File: config.mk
export PLATFORM = sky130hd
export DESIGN_NAME = mdio_master
export DESIGN_NICKNAME = d
export VERILOG_FILES = /design/src/rtl/mdio_pkg.sv /design/src/rtl/mdio_clkgen.sv /design/src/rtl/mdio_frame.sv /design/src/rtl/mdio_master.sv
export SDC_FILE = /design/constraint.sdc
export NUM_CORES = 1
export LEC_CHECK = 0
export BUFFER_PORTS_ARGS = -buffer_cell sky130_fd_sc_hd__buf_4
export CAP_MARGIN = 30
export CORE_MARGIN = 3
export CORE_UTILIZATION = 61
export CTS_CLUSTER_SIZE = 24
export DETAILED_ROUTE_END_ITERATION = 12
export PLACE_DENSITY = 0.88
export SLEW_MARGIN = 20
export SYNTH_ARGS = -nofsm -noshare
export SYNTH_HDL_FRONTEND = slang
export SYNTH_SLANG_ARGS = --single-unit
File: constraint.sdc
create_clock -name clk -period 6.3 [get_ports clk]
set_input_delay 0.63 -clock clk [delete_from_list [all_inputs] [get_ports clk]]
set_output_delay 0.63 -clock clk [all_outputs]
set_load 0.01 [all_outputs]
File: src/rtl/mdio_pkg.sv
package mdio_pkg;
  localparam int ADDR_W     = 5;
  localparam int DATA_W     = 16;
  localparam int FRAME_BITS = 64;
  localparam int PRE_BITS   = 32;
  localparam int TA_IDX     = 46;  // first turnaround bit
  localparam int ACK_IDX    = 47;  // second turnaround bit
  localparam int DATA_IDX   = 48;  // first data bit
  localparam int CNT_W      = $clog2(FRAME_BITS + 1);

  // Bit 63 is sent first.
  function automatic logic [FRAME_BITS-1:0] build_frame(
      input logic wr, input logic [ADDR_W-1:0] phy,
      input logic [ADDR_W-1:0] regad, input logic [DATA_W-1:0] data);
    logic [1:0] op;
    logic [1:0] ta;
    op = wr ? 2'b01 : 2'b10;
    ta = wr ? 2'b10 : 2'b11;
    return {{PRE_BITS{1'b1}}, 2'b01, op, phy, regad, ta, wr ? data : {DATA_W{1'b1}}};
  endfunction

  function automatic logic [31:0] pack_cmd(
      input logic go, input logic wr, input logic ack,
      input logic [ADDR_W-1:0] regad, input logic [ADDR_W-1:0] phy,
      input logic [DATA_W-1:0] data);
    return {go, wr, ack, 3'b000, regad, phy, data};
  endfunction
endpackage

File: src/rtl/mdio_clkgen.sv
module mdio_clkgen #(
  parameter int DIV_W = 8
) (
  input  logic             clk,
  input  logic             rst_n,
  input  logic             en,
  input  logic [DIV_W-1:0] div,
  output logic             mdc,
  output logic             rise_stb,
  output logic             fall_stb
);
  logic [DIV_W-1:0] cnt_q;
  logic             mdc_q;
  logic             wrap;

  assign wrap     = en && (cnt_q >= div);
  assign rise_stb = wrap && !mdc_q;
  assign fall_stb = wrap && mdc_q;
  assign mdc      = mdc_q;

  always_ff @(posedge clk) begin
    if (!rst_n || !en) begin
      cnt_q <= '0;
      mdc_q <= 1'b0;
    end else if (wrap) begin
      cnt_q <= '0;
      mdc_q <= !mdc_q;
    end else begin
      cnt_q <= cnt_q + 1'b1;
    end
  end


  mdc_off_chk: assert property (@(posedge clk) disable iff (!rst_n)
    !en |=> !mdc);


  mdc_edge_chk: assert property (@(posedge clk) disable iff (!rst_n)
    (!rise_stb && !fall_stb) |=> $stable(mdc));
endmodule

File: src/rtl/mdio_frame.sv
module mdio_frame
  import mdio_pkg::*;
(
  input  logic              clk,
  input  logic              rst_n,
  input  logic              start,
  input  logic              wr,
  input  logic [ADDR_W-1:0] phy,
  input  logic [ADDR_W-1:0] regad,
  input  logic [DATA_W-1:0] wdata,
  input  logic              rise_stb,
  input  logic              fall_stb,
  input  logic              mdio_i,
  output logic              mdio_o,
  output logic              mdio_oe,
  output logic              busy,
  output logic              done,
  output logic              ack,
  output logic [DATA_W-1:0] rdata
);
  logic                  active_q;
  logic [CNT_W-1:0]      cnt_q;
  logic [FRAME_BITS-1:0] tx_q;
  logic [DATA_W-1:0]     rx_q;
  logic                  ack_q, wr_q, o_q, oe_q;
  logic [CNT_W-1:0]      smp_idx;
  logic                  last_bit;

  assign last_bit = (cnt_q == CNT_W'(FRAME_BITS));
  assign done     = active_q && fall_stb && last_bit;
  assign smp_idx  = cnt_q - 1'b1;
  assign busy     = active_q;
  assign mdio_o   = o_q;
  assign mdio_oe  = oe_q;
  assign ack      = ack_q;
  assign rdata    = rx_q;

  always_ff @(posedge clk) begin
    if (!rst_n) begin
      active_q <= 1'b0;
      cnt_q    <= '0;
      tx_q     <= '0;
      rx_q     <= '0;
      ack_q    <= 1'b0;
      wr_q     <= 1'b0;
      o_q      <= 1'b1;
      oe_q     <= 1'b0;
    end else if (!active_q) begin
      if (start) begin
        active_q <= 1'b1;
        cnt_q    <= '0;
        tx_q     <= build_frame(wr, phy, regad, wdata);
        wr_q     <= wr;
        ack_q    <= 1'b0;
        rx_q     <= '0;
      end
    end else if (fall_stb) begin
      if (last_bit) begin
        active_q <= 1'b0;
        oe_q     <= 1'b0;
        o_q      <= 1'b1;
      end else begin
        o_q   <= tx_q[FRAME_BITS-1];
        tx_q  <= {tx_q[FRAME_BITS-2:0], 1'b0};
        oe_q  <= wr_q || (cnt_q < CNT_W'(TA_IDX));
        cnt_q <= cnt_q + 1'b1;
      end
    end else if (rise_stb && cnt_q != '0) begin
      if (smp_idx == CNT_W'(ACK_IDX))
        ack_q <= !mdio_i;
      if (smp_idx >= CNT_W'(DATA_IDX))
        rx_q <= {rx_q[DATA_W-2:0], mdio_i};
    end
  end


  rd_release_chk: assert property (@(posedge clk) disable iff (!rst_n)
    (active_q && $fell(mdio_oe)) |-> !wr_q);


  pin_fall_chk: assert property (@(posedge clk) disable iff (!rst_n)
    !fall_stb |=> ($stable(mdio_o) && $stable(mdio_oe)));
endmodule

File: src/rtl/mdio_master.sv
module mdio_master
  import mdio_pkg::*;
#(
  parameter int DIV_W = 8
) (
  input  logic        clk,
  input  logic        rst_n,
  input  logic        reg_wr_en,
  input  logic        reg_wr_sel,
  input  logic [31:0] reg_wdata,
  output logic [31:0] ctrl_rdata,
  output logic [31:0] cmd_rdata,
  output logic        mdc,
  output logic        mdio_o,
  output logic        mdio_oe,
  input  logic        mdio_i
);
  localparam int CTRL_PAD = 30 - DIV_W;

  logic              en_q;
  logic [DIV_W-1:0]  div_q;
  logic              go_q, wr_q, ack_q;
  logic [ADDR_W-1:0] phy_q, reg_q;
  logic [DATA_W-1:0] data_q;
  logic              cmd_accept;
  logic              rise_stb, fall_stb;
  logic              eng_busy, eng_done, eng_ack;
  logic [DATA_W-1:0] eng_rdata;

  assign cmd_accept = reg_wr_en && reg_wr_sel && reg_wdata[31] && !go_q;

  always_ff @(posedge clk) begin
    if (!rst_n) begin
      en_q   <= 1'b0;
      div_q  <= '0;
      go_q   <= 1'b0;
      wr_q   <= 1'b0;
      ack_q  <= 1'b0;
      phy_q  <= '0;
      reg_q  <= '0;
      data_q <= '0;
    end else begin
      if (reg_wr_en && !reg_wr_sel) begin
        en_q  <= reg_wdata[30];
        div_q <= reg_wdata[DIV_W-1:0];
      end
      if (cmd_accept) begin
        go_q   <= 1'b1;
        wr_q   <= reg_wdata[30];
        ack_q  <= 1'b0;
        reg_q  <= reg_wdata[25:21];
        phy_q  <= reg_wdata[20:16];
        data_q <= reg_wdata[30] ? reg_wdata[15:0] : '0;
      end else if (eng_done) begin
        go_q <= 1'b0;
        if (!wr_q) begin
          ack_q  <= eng_ack;
          data_q <= eng_rdata;
        end
      end
    end
  end

  assign ctrl_rdata = {!eng_busy, en_q, {CTRL_PAD{1'b0}}, div_q};
  assign cmd_rdata  = pack_cmd(go_q, wr_q, ack_q, reg_q, phy_q, data_q);

  mdio_clkgen #(.DIV_W(DIV_W)) u_clk (
    .clk(clk), .rst_n(rst_n), .en(en_q), .div(div_q),
    .mdc(mdc), .rise_stb(rise_stb), .fall_stb(fall_stb)
  );

  mdio_frame u_frame (
    .clk(clk), .rst_n(rst_n), .start(cmd_accept),
    .wr(reg_wdata[30]), .phy(reg_wdata[20:16]), .regad(reg_wdata[25:21]),
    .wdata(reg_wdata[15:0]), .rise_stb(rise_stb), .fall_stb(fall_stb),
    .mdio_i(mdio_i), .mdio_o(mdio_o), .mdio_oe(mdio_oe),
    .busy(eng_busy), .done(eng_done), .ack(eng_ack), .rdata(eng_rdata)
  );


  idle_go_chk: assert property (@(posedge clk) disable iff (!rst_n)
    go_q == eng_busy);


  go_hold_chk: assert property (@(posedge clk) disable iff (!rst_n)
    (go_q && !eng_done) |=> go_q);


  cmd_stable_chk: assert property (@(posedge clk) disable iff (!rst_n)
    (go_q && !eng_done) |=> ($stable(phy_q) && $stable(reg_q) && $stable(wr_q) && $stable(data_q)));
endmodule

==> results of run 1 <==
synth_stat cells, drive strengths merged, types with 2 or more instances:
master / number
inv: 14
mux2i: 28
nor3: 2
ha: 11
o211ai: 2
nand3: 46
or3: 36
a21boi: 25
nor2: 15
o211a: 76
o21ai: 18
xnor2: 2
nand2b: 4
o22ai: 9
buf: 44
o2111ai: 3
o41ai: 3
clkbuf: 44
nor3b: 3
nand2: 130
nor2b: 2
a21oi: 14
a31oi: 2
xor2: 5
and3: 5
or2: 2
and2: 4
o21a: 10
dfxtp: 139
worst max-delay path, delay by kind of cell, from the launching register on:
kind,cells,cell delay [ns]
simple gates,2,0.95
compound gates,2,0.89
flops,1,0.43
mux,1,0.30
fa+ha+maj,1,0.26
buf+inv,1,0.07
where the power goes:
part	switching, µW	internal, µW
combinational	103	80.1
clock	376	764
sequential	19.3	912
total	497	1760
final cells by class:
| cell class | instances | area share |
|---|---|---|
| Clock buffer | 21 | 0.0624 |
| Clock inverter | 11 | 0.0283 |
| Inverter | 14 | 0.00699 |
| Multi-Input combinational cell | 494 | 0.425 |
| Sequential cell | 139 | 0.370 |
| Tap cell | 133 | 0.0221 |
| Timing Repair Buffer | 83 | 0.0855 |
layer usage:
layer	share of wire	vias up	routed length (µm)	GRT usage
met3	0.079	39	1210	0.0561
met2	0.48	239	7350	0.446
met1	0.41	2630	6360	0.346
li1	-	2539	-	-
met5	0	-	0	0
met4	0.028	0	427	0.116
stage by stage:
stage	cell area, µm²	setup WS (ns)	total power (µW)	utilization	hold WS (ns)
floorplan	6500	4.05	1080	-	0.426
global placement	6800	3.46	1120	0.680	0.438
detailed placement	6830	3.35	1130	0.683	0.455
CTS	7510	3.32	2260	0.751	0.356
global route	7520	3.10	2320	0.752	0.368
finish	7520	3.30	2250	0.752	0.363
sequential cells by signal (all words and copies together) (netlist names), 5 cells and up:
register       cells
data_q            16
div_q              8
phy_q              5
reg_q              5
u_clk.cnt_q        8
u_frame.cnt_q      7
u_frame.rdata     16
u_frame.tx_q      64
cell families after synthesis:
kind of cell / Yosys count / synth area share
other: 1 / 0.000585
AO/OA/AOI/OAI: 166 / 0.216
multiplexers: 28 / 0.0437
AND/OR/NAND/NOR: 257 / 0.190
flip-flops: 139 / 0.434
XOR/XNOR: 7 / 0.00957
adder cells (fa/ha/maj): 11 / 0.0215
buffers and inverters: 102 / 0.0843
how the worst max path moves through the flow:
stage                                   start                              to  cells past startpoint
floorplan           u_clk.cnt_q[0]$_SDFF_PP0_   u_frame.tx_q[49]$_SDFFE_PN0P_                     10
global placement    u_clk.cnt_q[0]$_SDFF_PP0_   u_frame.cnt_q[4]$_SDFFE_PN0P_                      8
detailed placement  u_clk.cnt_q[0]$_SDFF_PP0_  u_frame.rdata[14]$_SDFFE_PN0P_                      7
CTS                 u_clk.cnt_q[0]$_SDFF_PP0_  u_frame.rdata[14]$_SDFFE_PN0P_                      7
global route        u_clk.cnt_q[0]$_SDFF_PP0_  u_frame.rdata[14]$_SDFFE_PN0P_                      7
finish              u_clk.cnt_q[0]$_SDFF_PP0_  u_frame.rdata[15]$_SDFFE_PN0P_                      7
==> results.cfg, run 1 <==
[critical_path]
cp_slowest_cell = or3_1
rr_startpoint = u_clk.cnt_q[0]$_SDFF_PP0_
reg2regPathDepth = 7
startpoint_type = flop
crit_path_max_incr_delay_ns = 0.80
crit_arrival_ns = 3.44
reg2reg_setup_slack_ns = 3.30
reg2reg_to = u_frame.rdata[15]$_SDFFE_PN0P_
crit_fanout = 16
critical_path_class = flop to flop
critPathRequiredTime_ns = 6.74
crit_chain = inv_1, ha_1, nand2b_1, a2111o_1, a21oi_4, or3_1, mux2i_1
critPathCaptureType = flop

[floorplan]
start_util = 0.641
die_area_um2 = 11800
fp.dieH_um = 109
fp.dieW_um = 109
core_um2 = 10000
rows = 36
io_pins = 104

[placement]
dp.cells = 862
dpl.hpwl_um = 9550
gp_congestion = 0.866
port_buffers = 74

[logic_synthesis]
yosysWarnings = 0
ys_seq_elements = 139
synthTopCellsByArea = dfxtp_1 (43%), o211a_1 (12%), nand2_1 (7.6%), mux2i_1 (4.4%), buf_4 (3.7%)
synth_ff_type = dfxtp_1
yosys.cell_types.count = 55
synth_area_um2 = 6410
yosys.area.top_type_share = 0.434
async_flop_share = 0
synth_top_area_cell = dfxtp_1
synth_cells = 711
synth-edff-count = 0
ys_seq_area_frac = 0.434
syn_avg_cell_area_um2 = 9.01

[clock_network]
cts_hold_buf = 0
post_cts_buffers = 0
clk_path_buf_depth = 2
clk-insertion-delay-late_ns = 0.53
cts_buffers = 17
path_clk_slew_ns = 0.06
cts_sinks = 139
cts_resized = 0
cts_htree_levels = 4
cts_root_buf = clkbuf_8
tritoncts = yes

[route]
drt-total-wl_um = 15300
drc = 0
firstDrtPassIters = 5
wl_per_cell_um = 17.1
drtAntennaViolNets = 0
vias = 5447
drt_iter0_drc = 396
viasPerCell = 6.09

[layout]
drive_above_1_share = 0.165
final_cell_mix = dfxtp_1 (139), nand2_1 (130), buf_4 (81)
fill_cells = 713
multi_input_area_um2 = 3190
regArea_um2 = 2780
diodes = 0
synthToLayoutAreaGrowth_pct = 17.4
final_common_cell = dfxtp_1
layout.nets = 797
layoutNonFillerInstCount = 895

[timing]
worst_clock_skew_ns = 0.00724
slew_violations = 0
tightest_slew_ns = 0.907
finalCritPeriodShare = 0.476
period_minus_slack_ns = 3.00
hold_viol = 0
fin_tns_setup_ns = 0
slew_headroom = 0.395
setup_viol = 0
max_freq_mhz = 333
rsz0062_at_grt = no

[global_routing]
grt_max_degree = 65
antenna_found_initial = 0
grt_usage = 0.271
grt_pass1_wl_um = 25300
grt-ovfl-total = 0
grt_pass1_vias = 5231

[job]
drv_cap = 0

[status]
outcome = finished clean

[pwr]
powerDensity_nw_per_um2 = 300
p_leak_uw = 0.00379
ir_drop_v = 0.000226

[min_path]
hold_class = input pin to flop
worstHoldEndpoint = reg_q[3]$_SDFFE_PN0P_
worstHoldStart = reg_wdata[24]
worstHoldPathCells = 3
Note: power is estimated with default switching activity, not from simulation.
==> run 2, diff against run 1 <==
ABC_AREA = 1   (was not set)
CORE_UTILIZATION = 51   (was 61)
PLACE_DENSITY = 0.79   (was 0.88)
clock period = 2.51 ns   (was 6.3 ns; I/O delays follow)
==> run 2 against run 1 <==
- utilization down 13 points
- wire length down 6.8%
- sequential power rose to 2.6 times the previous value
- critical endpoint is now u_frame.cnt_q[0]$_SDFFE_PN0P_
- largest power group unchanged
==> results.cfg, run 2 <==
[job]
drv_cap = 0

[critical_path]
reg2reg_setup_slack_ns = 0.24
crit_arrival_ns = 2.62
setup.worst_path.start = div_q[1]$_SDFFE_PN0P_
critical_path_class = flop to flop
path_common_cell = nand2_1
crit_chain = inv_1, ha_1, nand2_1, nand2_1, nand2_1, nand2_1, nand2_1, nand3_2, nand4_4, nand2_4, inv_2, nor2_1, nor2_1
startpoint_type = flop
critical-path-top-delay-family = simple AND/OR/NAND/NOR gates
crit_buf_inv = 2
critPathCaptureType = flop
rr_startpoint = div_q[1]$_SDFFE_PN0P_
crit_path_max_incr_delay_ns = 0.48
crit_fanout = 33
critPathRequiredTime_ns = 2.86
cp_slowest_cell = inv_2

[clock_network]
cts_htree_levels = 4
clk-insertion-delay-late_ns = 0.42
post_cts_buffers = 0
clk_path_buf_depth = 2
cts_resized = 0
cts_buffers = 17
cts_sinks = 139
cts_hold_buf = 0
tritoncts = yes
path_clk_slew_ns = 0.06
cts_root_buf = clkbuf_16

[pwr]
powerDensity_nw_per_um2 = 737
p_leak_uw = 0.00339
ir_drop_v = 0.000408
p_total_uw = 5540

[global_routing]
grt_usage = 0.208
antenna_found_initial = 0
grt_pass1_wl_um = 24300
grt_max_degree = 49
grt_pass1_vias = 5227
grt-ovfl-total = 0

[layout]
final_cell_mix = nor2_1 (210), dfxtp_1 (139), nand2_1 (124)
fill_cells = 1082
synthToLayoutAreaGrowth_pct = 16.6
drive_above_1_share = 0.135
final_common_cell = nor2_1
diodes = 0
largest_register_ffs = 64
layout.nets = 1014
top_register = u_frame.tx_q

[placement]
port_buffers = 74
pre_cts_ws_ns = 0.306
dpl.hpwl_um = 9330
gp_congestion = 0.822

[route]
vias = 5769
drt_iter0_drc = 590
wl_per_cell_um = 12.5
firstDrtPassIters = 5
drc = 0
viasPerCell = 5.03
drtAntennaViolNets = 0
drt-total-wl_um = 14300

[timing]
worst_clock_skew_ns = 0.00776
setup_viol = 0
tightest_slew_ns = 0.615
fin_tns_setup_ns = 0
period_minus_slack_ns = 2.27
slew_headroom = 0.590
max_freq_mhz = 441
rsz0062_at_grt = no
slew_violations = 0
hold_viol = 0
setup_ws_ns = 0.243
finalCritPeriodShare = 0.903

[logic_synthesis]
yosys.area.top_type_share = 0.432
ys_seq_elements = 139
synth_top_area_cell = dfxtp_1
yosysMostFrequentCell = nor2_1
async_flop_share = 0
synthTopCellsByArea = dfxtp_1 (43%), nor2_1 (12%), o21ai_0 (9.0%), nand2_1 (7.2%), a21oi_1 (5.9%)
synth_cells = 918
synth-edff-count = 0
syn_avg_cell_area_um2 = 7.02
yosys.cell_types.count = 34
ys_seq_area_frac = 0.432
yosysWarnings = 0
synth_ff_type = dfxtp_1
synth_common_cells = nor2_1 (210), dfxtp_1 (139), nand2_1 (124), o21ai_0 (116), a21oi_1 (76)
synth_area_um2 = 6440

[floorplan]
fp.dieW_um = 118
core_um2 = 12200
start_util = 0.530
fp.dieH_um = 118
io_pins = 104
rows = 40
die_area_um2 = 14000

[min_path]
hold_class = input pin to flop
worstHoldStart = reg_wdata[18]

[status]
outcome = finished clean
-- run 2: layer usage --
metal | routed length [µm] | global-route usage | vias up
met5 | 0 | 0 | -
li1 | - | - | 2973
met4 | 318 | 0.0876 | 0
met1 | 6450 | 0.263 | 2637
met3 | 758 | 0.0531 | 25
met2 | 6780 | 0.339 | 134
-- run 2: per-stage QoR --
step / instances / area (µm²) / util / hold WS, ns
2_1_floorplan: 942 / 6530 / - / 0.394
5_1_grt: 1146 / 7510 / 0.618 / 0.0919
4_1_cts: 1145 / 7510 / 0.617 / 0.0721
6_report: 1146 / 7510 / 0.618 / 0.0830
3_3_place_gp: 1114 / 6880 / 0.566 / 0.439
3_5_place_dp: 1114 / 6880 / 0.566 / 0.448
-- run 2: power by group --
| group | leakage, µW | internal, µW | switching (µW) |
|---|---|---|---|
| sequential | 0.00113 | 2320 | 61.3 |
| clock | 0.000305 | 1710 | 903 |
| combinational | 0.00195 | 209 | 336 |
-- run 2: cells by family after synthesis --
kind of cell / synth area share
compound gates: 0.153
simple gates: 0.259
xor+xnor: 0.0109
buf+inv: 0.123
other cells: 0.000582
flops: 0.432
fa+ha+maj: 0.0214
-- run 2: final cells by class --
cell class	instances	area (µm²)	area share
clock buffer	25	515	0.0686
clock inverter	6	108	0.0143
inverter	77	289	0.0385
multi-input combinational	644	2960	0.393
sequential	139	2780	0.370
tap	168	210	0.0280
timing repair buffer	87	653	0.0869
-- run 2: tightest hold or removal path, cell delays in order --
cell and delay [ns]:
buf_4 0.07, inv_1 0.04, a21oi_1 0.10
-- run 2: worst paths after layout --
| path | cells after the start | endpoint |
|---|---|---|
| setup / recovery | 13 | u_frame.cnt_q[0]$_SDFFE_PN0P_ |
| hold / removal | 3 | phy_q[2]$_SDFFE_PN0P_ |
| setup reg to reg | 13 | u_frame.cnt_q[0]$_SDFFE_PN0P_ |
| hold reg to reg | 2 | u_frame.wr_q$_SDFFE_PN0P_ |
==> run 3, diff against run 2 <==
CELL_PAD_IN_SITES_DETAIL_PLACEMENT = 1   (was not set)
CELL_PAD_IN_SITES_GLOBAL_PLACEMENT = 2   (was not set)
CORE_UTILIZATION = 28   (was 51)
PLACE_DENSITY = 0.78   (was 0.79)
==> run 3 against run 2 <==
- cell count grew 10%
- design area grew 1.7%
- highest routed layer unchanged
- sequential power is essentially flat
==> results.cfg, run 3 (synthesized netlist as in run 2, its figures left out) <==
[status]
outcome = finished clean

[layout]
final_common_cell = nor2_1
stdcell_area_um2 = 7640
largest_register_ffs = 64
top_register = u_frame.tx_q
synthToLayoutAreaGrowth_pct = 18.6
drive_above_1_share = 0.140
layoutNonFillerInstCount = 1261
layout.nets = 1016
diodes = 0
final_cell_mix = nor2_1 (210), dfxtp_1 (139), nand2_1 (124)

[global_routing]
grt_usage = 0.142
grt_pass1_vias = 5601
grt-ovfl-total = 0
grt_pass1_wl_um = 28500
antenna_found_initial = 0
grt_max_degree = 80

[route]
firstDrtPassIters = 4
drc = 0
drt-total-wl_um = 17200
drtAntennaViolNets = 0
drt_iter0_drc = 246
wl_per_cell_um = 13.7
vias = 5778
viasPerCell = 4.58

[clock_network]
path_clk_slew_ns = 0.06
cts_root_buf = clkbuf_16
cts_buffers = 17
cts_htree_levels = 4
clk_path_buf_depth = 2
clk-insertion-delay-late_ns = 0.43
cts_resized = 0
tritoncts = yes
cts_sinks = 139
cts_hold_buf = 0
post_cts_buffers = 0

[job]
drv_cap = 0

[pwr]
ir_drop_v = 0.000406
p_leak_uw = 0.00337
powerDensity_nw_per_um2 = 696

[placement]
placed_area_um2 = 7090
dp.cells = 1229
dpl.hpwl_um = 11600
port_buffers = 74
gp_congestion = 0.739

[timing]
setup_viol = 0
fin_tns_setup_ns = 0
rsz0062_at_grt = no
slew_headroom = 0.607
slew_violations = 0
finalCritPeriodShare = 0.869
hold_viol = 0
worst_clock_skew_ns = 0.0146
period_minus_slack_ns = 2.18
tightest_slew_ns = 0.587
max_freq_mhz = 459

[critical_path]
crit_fanout = 38
crit_arrival_ns = 2.49
critical_path_class = flop to flop
critPathCaptureType = flop
startpoint_type = flop
critPathRequiredTime_ns = 2.82
reg2regPathDepth = 11

[floorplan]
fp.dieH_um = 158
start_util = 0.290
rows = 54
fp.dieW_um = 158
die_area_um2 = 24900
io_pins = 104
core_um2 = 22200

[min_path]
worstHoldPathCells = 3
hold_class = input pin to flop
[run 3: worst max-delay path, stage by stage, from the launching register on]
cell,delay [ns]
dfxtp_1,0.34
inv_1,0.07
ha_1,0.31
a21oi_1,0.13
nor2_1,0.05
nor2_1,0.12
nand3_2,0.21
nand4_4,0.14
buf_4,0.33
inv_1,0.15
o21ai_0,0.17
nor2_1,0.05
[run 3: final timing paths]
path                                   endpoint  slack [ns]                 startpoint
setup reg to reg  u_frame.cnt_q[0]$_SDFFE_PN0P_        0.33      div_q[5]$_SDFFE_PN0P_
hold reg to reg       u_frame.wr_q$_SDFFE_PN0P_        0.46  u_frame.wr_q$_SDFFE_PN0P_
setup / recovery  u_frame.cnt_q[0]$_SDFFE_PN0P_        0.33      div_q[5]$_SDFFE_PN0P_
hold / removal            reg_q[3]$_SDFFE_PN0P_        0.09              reg_wdata[24]
[run 3: power by group]
| part | switching, µW | internal (µW) |
|---|---|---|
| Clock | 1070 | 1310 |
| Combinational | 349 | 217 |
| Sequential | 63.2 | 2310 |
| Total | 1480 | 3840 |
[run 3: routing by layer]
metal / vias to the layer above / GRT usage / wire length [µm]
met2: 74 / 0.235 / 8190
li1: 2974 / - / -
met5: - / 0 / 0
met1: 2712 / 0.184 / 8190
met3: 18 / 0.0290 / 599
met4: 0 / 0.0492 / 255
[run 3: metrics by stage]
step | power (µW) | hold WS [ns] | utilization | setup slack, ns
finish | 5320 | 0.0897 | 0.344 | 0.330
floorplan | 2820 | 0.394 | - | 0.688
detailed placement | 3000 | 0.451 | 0.319 | 0.230
CTS | 5410 | 0.0748 | 0.344 | 0.210
global placement | 2990 | 0.439 | 0.318 | 0.322
global route | 5590 | 0.0761 | 0.344 | 0.0517
[run 3: area by class of cell]
class	instances	area, µm²
well taps	280	350
multi-input cells	644	2960
flip-flops and latches	139	2780
inverters	77	289
clock buffers	18	439
repair buffers	89	713
fillers	2773	14600
clock inverters	14	111
